File: src/rtl/chgsw_pkg.sv
`timescale 1ns/1ps
package chgsw_pkg;
  typedef enum logic [1:0] {
    RATE_IDLE = 2'd0,
    RATE_SLOW = 2'd1,
    RATE_FAST = 2'd2
  } rate_e;

  localparam int FAST_RUN_NEED = 2;
endpackage

File: src/rtl/chgsw_sync.sv
`timescale 1ns/1ps
module chgsw_sync #(
  parameter int W      = 1,
  parameter int STAGES = 2
) (
  input  logic         clk,
  input  logic         rst,
  input  logic [W-1:0] d,
  output logic [W-1:0] q
);
  logic [W-1:0] stg [STAGES];

  always_ff @(posedge clk) begin
    if (rst) stg[0] <= '0;
    else     stg[0] <= d;
  end

  generate
    for (genvar i = 1; i < STAGES; i++) begin : g_stage
      always_ff @(posedge clk) begin
        if (rst) stg[i] <= '0;
        else     stg[i] <= stg[i-1];
      end
    end
  endgenerate

  assign q = stg[STAGES-1];
endmodule

File: src/rtl/chgsw_rate_det.sv
`timescale 1ns/1ps
module chgsw_rate_det
  import chgsw_pkg::*;
#(
  parameter int SLOW_TO  = 200,
  parameter int FAST_THR = 100
) (
  input  logic  clk,
  input  logic  rst,
  input  logic  pwm_s,
  output rate_e rate
);
  localparam int CW = $clog2(SLOW_TO + 1);
  localparam logic [CW-1:0] CMAX = CW'(SLOW_TO);
  localparam logic [CW-1:0] CTHR = CW'(FAST_THR);

  logic          pwm_d;
  logic [CW-1:0] per_cnt;
  logic [CW-1:0] low_cnt;
  logic [1:0]    fast_run;
  logic          rise;
  logic          idle;

  assign rise = pwm_s & ~pwm_d;
  assign idle = (low_cnt == CMAX);

  always_ff @(posedge clk) begin
    if (rst) begin
      pwm_d    <= 1'b0;
      per_cnt  <= CMAX;
      low_cnt  <= CMAX;
      fast_run <= '0;
    end else begin
      pwm_d <= pwm_s;
      if (pwm_s)             low_cnt <= '0;
      else if (!idle)        low_cnt <= low_cnt + 1'b1;
      if (idle)              fast_run <= '0;
      if (rise) begin
        per_cnt <= CW'(1);
        if (per_cnt < CTHR)
          fast_run <= (fast_run == 2'(FAST_RUN_NEED)) ? fast_run : fast_run + 1'b1;
        else
          fast_run <= '0;
      end else if (per_cnt != CMAX) begin
        per_cnt <= per_cnt + 1'b1;
      end
    end
  end

  always_comb begin
    if (idle)                                rate = RATE_IDLE;
    else if (fast_run == 2'(FAST_RUN_NEED))  rate = RATE_FAST;
    else                                     rate = RATE_SLOW;
  end
endmodule

File: src/rtl/chgsw_ovp.sv
`timescale 1ns/1ps
module chgsw_ovp (
  input  logic clk,
  input  logic rst,
  input  logic chg_ok_s,
  input  logic gt_lim_s,
  input  logic lt_lim_s,
  input  logic pwm_s,
  output logic prot_q
);
  logic below_seen;
  logic low_seen;

  always_ff @(posedge clk) begin
    if (rst) begin
      prot_q     <= 1'b0;
      below_seen <= 1'b0;
      low_seen   <= 1'b0;
    end else if (gt_lim_s) begin
      prot_q     <= 1'b1;
      below_seen <= 1'b0;
      low_seen   <= 1'b0;
    end else if (prot_q) begin
      if (!chg_ok_s) begin
        prot_q     <= 1'b0;
        below_seen <= 1'b0;
        low_seen   <= 1'b0;
      end else if ((below_seen | lt_lim_s) && (low_seen | ~pwm_s)) begin
        prot_q     <= 1'b0;
        below_seen <= 1'b0;
        low_seen   <= 1'b0;
      end else begin
        below_seen <= below_seen | lt_lim_s;
        low_seen   <= low_seen | ~pwm_s;
      end
    end
  end
endmodule

File: src/rtl/chgsw_startup.sv
`timescale 1ns/1ps
module chgsw_startup (
  input  logic clk,
  input  logic rst,
  input  logic allow,
  input  logic gt_start_s,
  input  logic gt_reen_s,
  output logic start_q
);
  logic start_d;

  always_comb begin
    if (!allow)          start_d = 1'b0;
    else if (start_q)    start_d = ~gt_start_s;
    else                 start_d = ~gt_reen_s;
  end

  always_ff @(posedge clk) begin
    if (rst) start_q <= 1'b0;
    else     start_q <= start_d;
  end
endmodule

File: src/rtl/chg_switch_ctrl.sv
`timescale 1ns/1ps
module chg_switch_ctrl
  import chgsw_pkg::*;
#(
  parameter int SYNC_STAGES = 2,
  parameter int SLOW_TO     = 200,
  parameter int FAST_THR    = 100
) (
  input  logic clk,
  input  logic rst,
  input  logic chg_por_ok_i,
  input  logic vout_gt_start_i,
  input  logic vout_gt_reen_i,
  input  logic vout_gt_lim_i,
  input  logic vout_lt_lim_i,
  input  logic lim_hi_sel_i,
  input  logic pwm_i,
  output logic start_en_o,
  output logic sw_en_o,
  output logic prot_o,
  output logic lim_hi_o
);
  localparam int NIN = 7;

  logic [NIN-1:0] raw_in;
  logic [NIN-1:0] syn_in;
  logic chg_s, gt_start_s, gt_reen_s, gt_lim_s, lt_lim_s, lim_s, pwm_s;
  rate_e rate;
  logic  idle;
  logic  prot_q;
  logic  start_q;
  logic  sw_q;
  logic  sw_d;
  logic  lim_q;

  assign raw_in = {chg_por_ok_i, vout_gt_start_i, vout_gt_reen_i,
                   vout_gt_lim_i, vout_lt_lim_i, lim_hi_sel_i, pwm_i};

  chgsw_sync #(.W(NIN), .STAGES(SYNC_STAGES)) u_sync (
    .clk(clk), .rst(rst), .d(raw_in), .q(syn_in)
  );

  assign {chg_s, gt_start_s, gt_reen_s, gt_lim_s, lt_lim_s, lim_s, pwm_s} = syn_in;

  chgsw_rate_det #(.SLOW_TO(SLOW_TO), .FAST_THR(FAST_THR)) u_rate (
    .clk(clk), .rst(rst), .pwm_s(pwm_s), .rate(rate)
  );

  assign idle = (rate == RATE_IDLE);

  chgsw_ovp u_ovp (
    .clk(clk), .rst(rst), .chg_ok_s(chg_s), .gt_lim_s(gt_lim_s),
    .lt_lim_s(lt_lim_s), .pwm_s(pwm_s), .prot_q(prot_q)
  );

  chgsw_startup u_start (
    .clk(clk), .rst(rst), .allow(chg_s & idle),
    .gt_start_s(gt_start_s), .gt_reen_s(gt_reen_s), .start_q(start_q)
  );

  always_comb begin
    sw_d = 1'b0;
    if (chg_s && !prot_q && !gt_lim_s) begin
      case (rate)
        RATE_FAST: sw_d = 1'b1;
        RATE_SLOW: sw_d = pwm_s;
        default:   sw_d = 1'b0;
      endcase
    end
  end

  always_ff @(posedge clk) begin
    if (rst) begin
      sw_q  <= 1'b0;
      lim_q <= 1'b0;
    end else begin
      sw_q  <= sw_d;
      lim_q <= lim_s;
    end
  end

  assign sw_en_o    = sw_q & ~vout_gt_lim_i;
  assign start_en_o = start_q;
  assign prot_o     = prot_q;
  assign lim_hi_o   = lim_q;
endmodule

File: config.mk
export PLATFORM = sky130hd
export DESIGN_NAME = chg_switch_ctrl
export DESIGN_NICKNAME = d
export VERILOG_FILES = /design/src/rtl/chgsw_pkg.sv /design/src/rtl/chgsw_sync.sv /design/src/rtl/chgsw_rate_det.sv /design/src/rtl/chgsw_ovp.sv /design/src/rtl/chgsw_startup.sv /design/src/rtl/chg_switch_ctrl.sv
export SDC_FILE = /design/constraint.sdc
export NUM_CORES = 1
export LEC_CHECK = 0
export ABC_AREA = 1
export BUFFER_PORTS_ARGS = -buffer_cell sky130_fd_sc_hd__clkbuf_2
export CAP_MARGIN = 10
export CORE_ASPECT_RATIO = 1.4
export CORE_MARGIN = 4
export CORE_UTILIZATION = 30
export CTS_CLUSTER_SIZE = 30
export DETAILED_ROUTE_END_ITERATION = 8
export PLACE_DENSITY = 0.45
export SLEW_MARGIN = 20
export SYNTH_ARGS = -nofsm -noshare
export SYNTH_HDL_FRONTEND = slang
export SYNTH_SLANG_ARGS = --single-unit
File: constraint.sdc
create_clock -name clk -period 2.2 [get_ports clk]
set_input_delay 0.11 -clock clk [delete_from_list [all_inputs] [get_ports clk]]
set_output_delay 0.11 -clock clk [all_outputs]
set_load 0.02 [all_outputs]
==> metrics.md, run 1 <==
| Metric | Value |
|---|---|
| Clock slew at reported path FFs | `80 ps` |
| Pre-Repair DR Iteration Count | `5` |
| Area growth from synthesis to layout | `17.1%` |
| Largest fanout on the critical path | `6` |
| Number of global-route vias before repair | `roughly 1300` |
| Setup clock skew after layout | `roughly 4 ps` |
| Weighted congestion at the end of routability-driven global placement | `0.722` |
| Utilization after layout | `0.360` |
| Status | `complete, no violations` |
| Number of pins exceeding their max-slew limit in the final report | `0` |
| Share of the clock period used by the worst path after layout | `0.577` |
| Synth Register Bits | `39` |
| Critical Path Source | `u_rate.low_cnt[0]` |
| Area after detailed placement | `0.00172 mm²` |
| Kind of launch point of the worst setup path | `flip-flop` |
| # fillers | `539` |
| Final instance area | `0.00186 mm²` |
| Min-Delay Startpoint | `vout_lt_lim_i` |
| Cell area power density | `777 mW/mm²` |
| Initial antenna violation count | `0` |
| Total number of H-tree levels | `2` |
| Insertion delay to the later sink of the worst-skew pair | `between 200 and 300 ps` |
| Maximum buffer depth of the clock tree | `2` |
| Post-DRT Antenna Nets | `0` |
| DRC violation total after the first TritonRoute iteration | `42` |
| Total of max-cap violations | `0` |
| Launch instance of the worst register-to-register path | `u_rate.low_cnt[0]` |
| Die footprint | `0.00654 mm²` |
| Critical path class | `flip-flop to flip-flop` |
| Pin count of the biggest net entering global routing | `24` |
| CP endpoint kind | `flip-flop` |
| Required arrival time at the worst endpoint | `between 2000 and 2500 ps` |
| Total global routing overflow | `0` |
| Min cycle time layout | `1270 ps` |
| Area taken by multi-input logic gates | `639 µm²` |
| Slew Limit Headroom | `0.679` |
| Antenna Diode Count | `0` |
| Net count, final | `242` |
| Total clock buffers created by CTS | `5` |
| Netlist area before placement | `0.00159 mm²` |
| Data arrival at the endpoint of the critical path | `1490 ps` |
| Cell count after synthesis | `206` |
| Height of the chip | `94.1 µm` |
| CTS tree | `yes` |
| Total detailed-routing wirelength | `2.92 mm` |
| Global-route wire length before repair | `5.41 mm` |
| Detail-routed net length per standard cell | `9.91 µm` |
| Final worst hold slack | `9.82 ps` |
| Number of distinct library cell variants in the gate-level netlist after synthesis | `26` |
| Number of failing hold endpoints at the final stage | `0` |
| Warning count from the yosys run | `0` |
| Clock network fraction of total power | `0.330` |
| Leakage Power | `0.844 nW` |
| Setup-failing EPs final | `0` |
| Synthesized netlist net count | `220` |
| Total Negative Setup Slacks | `0 ps` |
| Switching power | `400 µW` |
| Sequential share of power | `0.542` |
| Fraction of layout cells with a size suffix above 1 | `0.148` |
| Area share of the largest cell type after synthesis | `0.492` |
| Combined flip-flop and latch cell area | `around 780 µm²` |
| Post-detail-place hpwl | `2.18 mm` |
| GRT Util Overall | `0.104` |
| Horizontal extent of the die | `69.5 µm` |
| Placed cells | `282` |
| Largest voltage drop on the vdd net | `0.446 mV` |
| Core area | `around 0.0052 mm²` |
| Number of placement rows | `31` |
| Hold crit path type | `input port to flip-flop` |
| Total via count after detailed routing | `1258` |
| Clk sinks | `39` |
| Sequential cell area fraction in the yosys report | `0.492` |
| Average via count per standard cell | `between 4 and 5` |
| Remaining DRCs | `0` |
| Switching Share | `0.277` |
| Slew at the pin closest to its max-slew limit | `481 ps` |
| Root buffer cell | `sky130_fd_sc_hd__clkbuf_8` |
| Cell internal power dissipation | `1.04 mW` |
| Number of input and output port buffers inserted | `12` |
| Post-synthesis area per instance | `7.71 µm²` |
| RSZ-0062 raised after global routing | `false` |
| Number of buffers added for setup after CTS | `0` |
| Final instance count without filler cells | `between 200 and 300` |
| Top cells by area, synth | `sky130_fd_sc_hd__dfxtp_1 (49%), sky130_fd_sc_hd__inv_1 (8.5%), sky130_fd_sc_hd__nand2_1 (6.9%), sky130_fd_sc_hd__nor2_1 (6.9%), sky130_fd_sc_hd__nand3_1 (4.4%)` |
| Post-synth top area cell | `sky130_fd_sc_hd__dfxtp_1` |
| Fraction of power consumed by combinational cells | `0.129` |
| Gates resized, CTS repair | `0` |
| Initial core utilization | `0.308` |
| Post-cts hold buffer count | `5` |
| Achievable frequency | `0.788 GHz` |
| Top-level I/O count | `13` |
==> synthesized netlist by cell type, drive strengths merged <==
cell type / n
inv: 41
dfxtp: 39
nor2: 33
nand2: 30
nand3: 15
o21ai: 11
nor3: 9
a21oi: 8
ha: 5
nand4: 3
xnor2: 3
buf: 2
a31o: 1
a31oi: 1
clkinv: 1
nor3b: 1
nor4: 1
o31ai: 1
or2: 1
==> worst max-delay path: stages (launching register included) <==
cell	delay, ps
sky130_fd_sc_hd__dfxtp_1	330
sky130_fd_sc_hd__inv_1	90
sky130_fd_sc_hd__ha_1	150
sky130_fd_sc_hd__nand2_1	60
sky130_fd_sc_hd__nor3_2	140
sky130_fd_sc_hd__nand2_1	120
sky130_fd_sc_hd__inv_2	130
sky130_fd_sc_hd__o21ai_1	70
sky130_fd_sc_hd__a21oi_1	120
==> layout by cell type, fill, tap and decap left out, types with 3 or more instances in the layout <==
master	n
sky130_fd_sc_hd__a21oi_1	8
sky130_fd_sc_hd__clkbuf_2	12
sky130_fd_sc_hd__clkbuf_8	5
sky130_fd_sc_hd__dfxtp_1	39
sky130_fd_sc_hd__dlygate4sd3_1	5
sky130_fd_sc_hd__ha_1	5
sky130_fd_sc_hd__inv_1	36
sky130_fd_sc_hd__inv_2	5
sky130_fd_sc_hd__nand2_1	29
sky130_fd_sc_hd__nand3_1	14
sky130_fd_sc_hd__nand4_1	3
sky130_fd_sc_hd__nor2_1	29
sky130_fd_sc_hd__nor3_1	7
sky130_fd_sc_hd__o21ai_0	3
sky130_fd_sc_hd__o21ai_1	8
sky130_fd_sc_hd__xnor2_1	3
==> logic make-up (layout without fill, tap and decap cells) <==
family,count (synthesis),in the layout,share of synthesized area
flip-flops,39,39,0.492
AND/OR/NAND/NOR,93,93,0.273
AO/OA/AOI/OAI,22,22,0.0741
buffers and inverters,44,67,0.106
XOR/XNOR,3,3,0.0166
adder cells (fa/ha/maj),5,5,0.0394
==> routing by layer <==
| layer | vias up | GRT usage | wire length, µm |
|---|---|---|---|
| met1 | 550 | 0.107 | 1280 |
| met4 | 0 | 0.0537 | 51 |
| met3 | 6 | 0.0332 | 111 |
| met2 | 18 | 0.189 | 1480 |
| li1 | 684 | - | - |
| met5 | - | 0 | 0 |
==> power by group through the flow <==
stage | Clock, mW | Sequential (mW) | Combinational, mW
2_1_floorplan | 0 | 0.793 | 0.141
3_3_place_gp | 0 | 0.799 | 0.183
3_5_place_dp | 0 | 0.800 | 0.183
4_1_cts | 0.508 | 0.783 | 0.190
5_1_grt | 0.535 | 0.789 | 0.219
6_report | 0.476 | 0.782 | 0.186
==> state kept, by name, summed over array words and instances (netlist names) <==
signal	cells
u_sync.stg	14
u_rate.low_cnt	8
u_rate.per_cnt	8
u_rate.fast_run	2
lim_hi_o	1
sw_q	1
u_ovp.below_seen	1
u_ovp.low_seen	1
u_ovp.prot_q	1
u_rate.pwm_d	1
u_start.start_q	1
==> layout make-up <==
class                           count  area share
Inverter                           42      0.0848
Multi-Input combinational cell    123       0.344
Clock buffer                        5      0.0370
Timing Repair Buffer               17      0.0592
Tap cell                           66      0.0444
Clock inverter                      3      0.0108
Sequential cell                    39       0.420
==> stage by stage <==
stage               worst slack [ps]  power [mW]
floorplan                       1100       0.934
global placement                 928       0.982
detailed placement               912       0.982
CTS                              895        1.48
global route                     753        1.54
finish                           931        1.44
==> final timing paths <==
path	end	slack, ps	cells past startpoint
setup / recovery	u_rate.low_cnt[1]	930	8
hold / removal	u_sync.stg[0][2]	10	3
setup reg to reg	u_rate.low_cnt[1]	930	8
hold reg to reg	u_sync.stg[1][0]	410	2
No activity file was read; power rests on OpenSTA's default activity.
==> run 2, diff against run 1 <==
==> constraint.sdc (replaced) <==
create_clock -name clk -period 1.28 [get_ports clk]
set_input_delay 0.064 -clock clk [delete_from_list [all_inputs] [get_ports clk]]
set_output_delay 0.064 -clock clk [all_outputs]
set_load 0.02 [all_outputs]
==> metrics.md, run 2 (synthesized netlist as in run 1, its figures left out) <==
| Metric | Value |
|---|---|
| Status | `complete, no violations` |
| Pre-Repair DR Iteration Count | `4 (-1)` |
| DRC violation total after the first TritonRoute iteration | `57 (+36%)` |
| Number of pins exceeding their max-slew limit in the final report | `0 (unchanged)` |
| Height of the chip | `94.1 µm (unchanged)` |
| Min cycle time layout | `1260 ps (-4.23 ps)` |
| Total of max-cap violations | `0 (unchanged)` |
| Largest fanout on the critical path | `6 (unchanged)` |
| Number of input and output port buffers inserted | `12 (unchanged)` |
| Area after detailed placement | `0.00176 mm² (+2.2%)` |
| Total via count after detailed routing | `1282 (+1.9%)` |
| Clk sinks | `39 (unchanged)` |
| Total number of H-tree levels | `2 (unchanged)` |
| Register bank with the most flops | `u_sync.stg` |
| Remaining DRCs | `0 (unchanged)` |
| Die footprint | `0.00654 mm² (unchanged)` |
| Total detailed-routing wirelength | `3.00 mm (+2.5%)` |
| Max stage delay cell, worst path | `sky130_fd_sc_hd__dfxtp_2` |
| Detail-routed net length per standard cell | `9.82 µm (-0.86%)` |
| Top-level I/O count | `13 (unchanged)` |
| Worst Slack Setup Final | `15.5 ps (-916 ps)` |
| # fillers | `543 (+0.74%)` |
| Largest voltage drop on the vdd net | `0.685 mV (+53%)` |
| RSZ-0062 raised after global routing | `true` |
| Required arrival time at the worst endpoint | `1460 ps (-960 ps)` |
| Placement Setup Slack | `37.7 ps (-874 ps)` |
| Setup clock skew after layout | `8.56 ps (+4.54 ps)` |
| Total clock buffers created by CTS | `5 (unchanged)` |
| Combined flip-flop and latch cell area | `783 µm² (+0.32%)` |
| Pin count of the biggest net entering global routing | `14 (-42%)` |
| Chain of cells forming the critical path | `inv_2 -> ha_4 -> nand2_4 -> nor3_4 -> nand2_2 -> inv_4 -> buf_6 -> nor3_2` |
| Weighted congestion at the end of routability-driven global placement | `0.738 (+2.2%)` |
| Share of the clock period used by the worst path after layout | `0.988 (+0.411)` |
| Global-route wire length before repair | `5.40 mm (-0.13%)` |
| Insertion delay to the later sink of the worst-skew pair | `290 ps (about the same)` |
| Placed cells | `287 (+1.8%)` |
| Setup-failing EPs final | `0 (unchanged)` |
| Biggest registers after layout | `u_sync.stg: 14 flops, u_rate.low_cnt: 8 flops, u_rate.per_cnt: 8 flops` |
| Initial core utilization | `0.308 (unchanged)` |
| Kind of launch point of the worst setup path | `flip-flop` |
| Slew Limit Headroom | `0.693 (+0.0139)` |
| Initial antenna violation count | `0 (unchanged)` |
| Core area | `0.00516 mm² (unchanged)` |
| Number of failing hold endpoints at the final stage | `0 (unchanged)` |
| Total Negative Setup Slacks | `0 ps (unchanged)` |
| Post-DRT Antenna Nets | `0 (unchanged)` |
| Root buffer cell | `sky130_fd_sc_hd__clkbuf_8` |
| Clock slew at reported path FFs | `80 ps (about the same)` |
| Leakage Power | `0.920 nW (+9.0%)` |
| CTS tree | `yes` |
| Slew at the pin closest to its max-slew limit | `457 ps (-24.4 ps)` |
| Final instance count without filler cells | `305 (+3.4%)` |
| Antenna Diode Count | `0 (unchanged)` |
| Largest register FFs | `14 (unchanged)` |
| Hold crit path type | `input port to flip-flop` |
| Maximum buffer depth of the clock tree | `2 (unchanged)` |
| Utilization after layout | `0.397 (+0.0364)` |
| Total global routing overflow | `0 (unchanged)` |
| Achievable frequency | `0.791 GHz (+0.33%)` |
| Average via count per standard cell | `4.20 (-1.4%)` |
| GRT Util Overall | `0.105 (+0.00106)` |
| Net count, final | `252 (+4.1%)` |
| Commonest cells after routing, fill and taps aside | `sky130_fd_sc_hd__dfxtp_1 (37), sky130_fd_sc_hd__inv_1 (34), sky130_fd_sc_hd__nor2_1 (28)` |
| Leading cell type in the layout, fill and taps excluded | `sky130_fd_sc_hd__dfxtp_1` |
| Area growth from synthesis to layout | `28.9%` |
| Number of global-route vias before repair | `1270 (-1.1%)` |
| Data arrival at the endpoint of the critical path | `1440 ps (-50 ps)` |
| Critical path class | `flip-flop to flip-flop` |
| Post-detail-place hpwl | `2.27 mm (+4.3%)` |
| Fraction of layout cells with a size suffix above 1 | `0.238 (+0.0900)` |
| Cell area power density | `1370 mW/mm² (+76%)` |
| Number of placement rows | `31 (unchanged)` |
| CP endpoint kind | `flip-flop` |
| Area taken by multi-input logic gates | `711 µm² (+11%)` |
| Largest stage delay on the critical path | `340 ps (about the same)` |
| Final instance area | `0.00205 mm² (+10%)` |
| Horizontal extent of the die | `69.5 µm (unchanged)` |
run 2: what timing repair did:
action,4_1_cts,5_1_grt
hold buffers,7,0
buffers inserted,0,3
resized for setup,0,23
setup endpoints to repair,0,5
hold endpoints to repair,7,0
run 2: final cells by class:
type / instances / area share
Sequential cell: 39 / 0.383
Clock inverter: 3 / 0.0214
Timing Repair Buffer: 27 / 0.0966
Clock buffer: 5 / 0.0336
Inverter: 42 / 0.0782
Multi-Input combinational cell: 123 / 0.347
Tap cell: 66 / 0.0403
run 2: final timing paths:
path              depth (start not counted)  slack, ps              start                 to
setup reg to reg                          8         20  u_rate.low_cnt[1]  u_rate.low_cnt[2]
hold reg to reg                           2        400   u_sync.stg[0][2]   u_sync.stg[1][2]
hold / removal                            2        130                rst  u_rate.per_cnt[0]
setup / recovery                          8         20  u_rate.low_cnt[1]  u_rate.low_cnt[2]
run 2: layer usage:
metal | vias to the layer above | routed length, µm | GRT usage
li1 | 708 | - | -
met1 | 549 | 1340 | 0.114
met2 | 21 | 1510 | 0.189
met3 | 4 | 100 | 0.0321
met4 | 0 | 51 | 0.0440
met5 | - | 0 | 0
run 2: power by group:
| part | leakage [nW] | switching, mW | internal, mW | total, mW |
|---|---|---|---|---|
| Combinational | 0.542 | 0.236 | 0.196 | 0.432 |
| Clock | 0.0581 | 0.441 | 0.580 | 1.02 |
| Sequential | 0.321 | 0.0588 | 1.29 | 1.35 |
run 2: per-stage QoR:
step	hold WS [ps]	total power [mW]
final	126	2.80
after global routing	148	2.96
after CTS	130	2.73
after detailed placement	259	1.69
after global placement	255	1.70
after floorplan	171	1.61
run 2: worst max-delay path, delay by kind of cell, from the launching register on:
kind,cells,cell delay (ps)
and+or+nand+nor,4,400
buffers and inverters,3,300
adders and majority gates,1,130
DFF,1,340
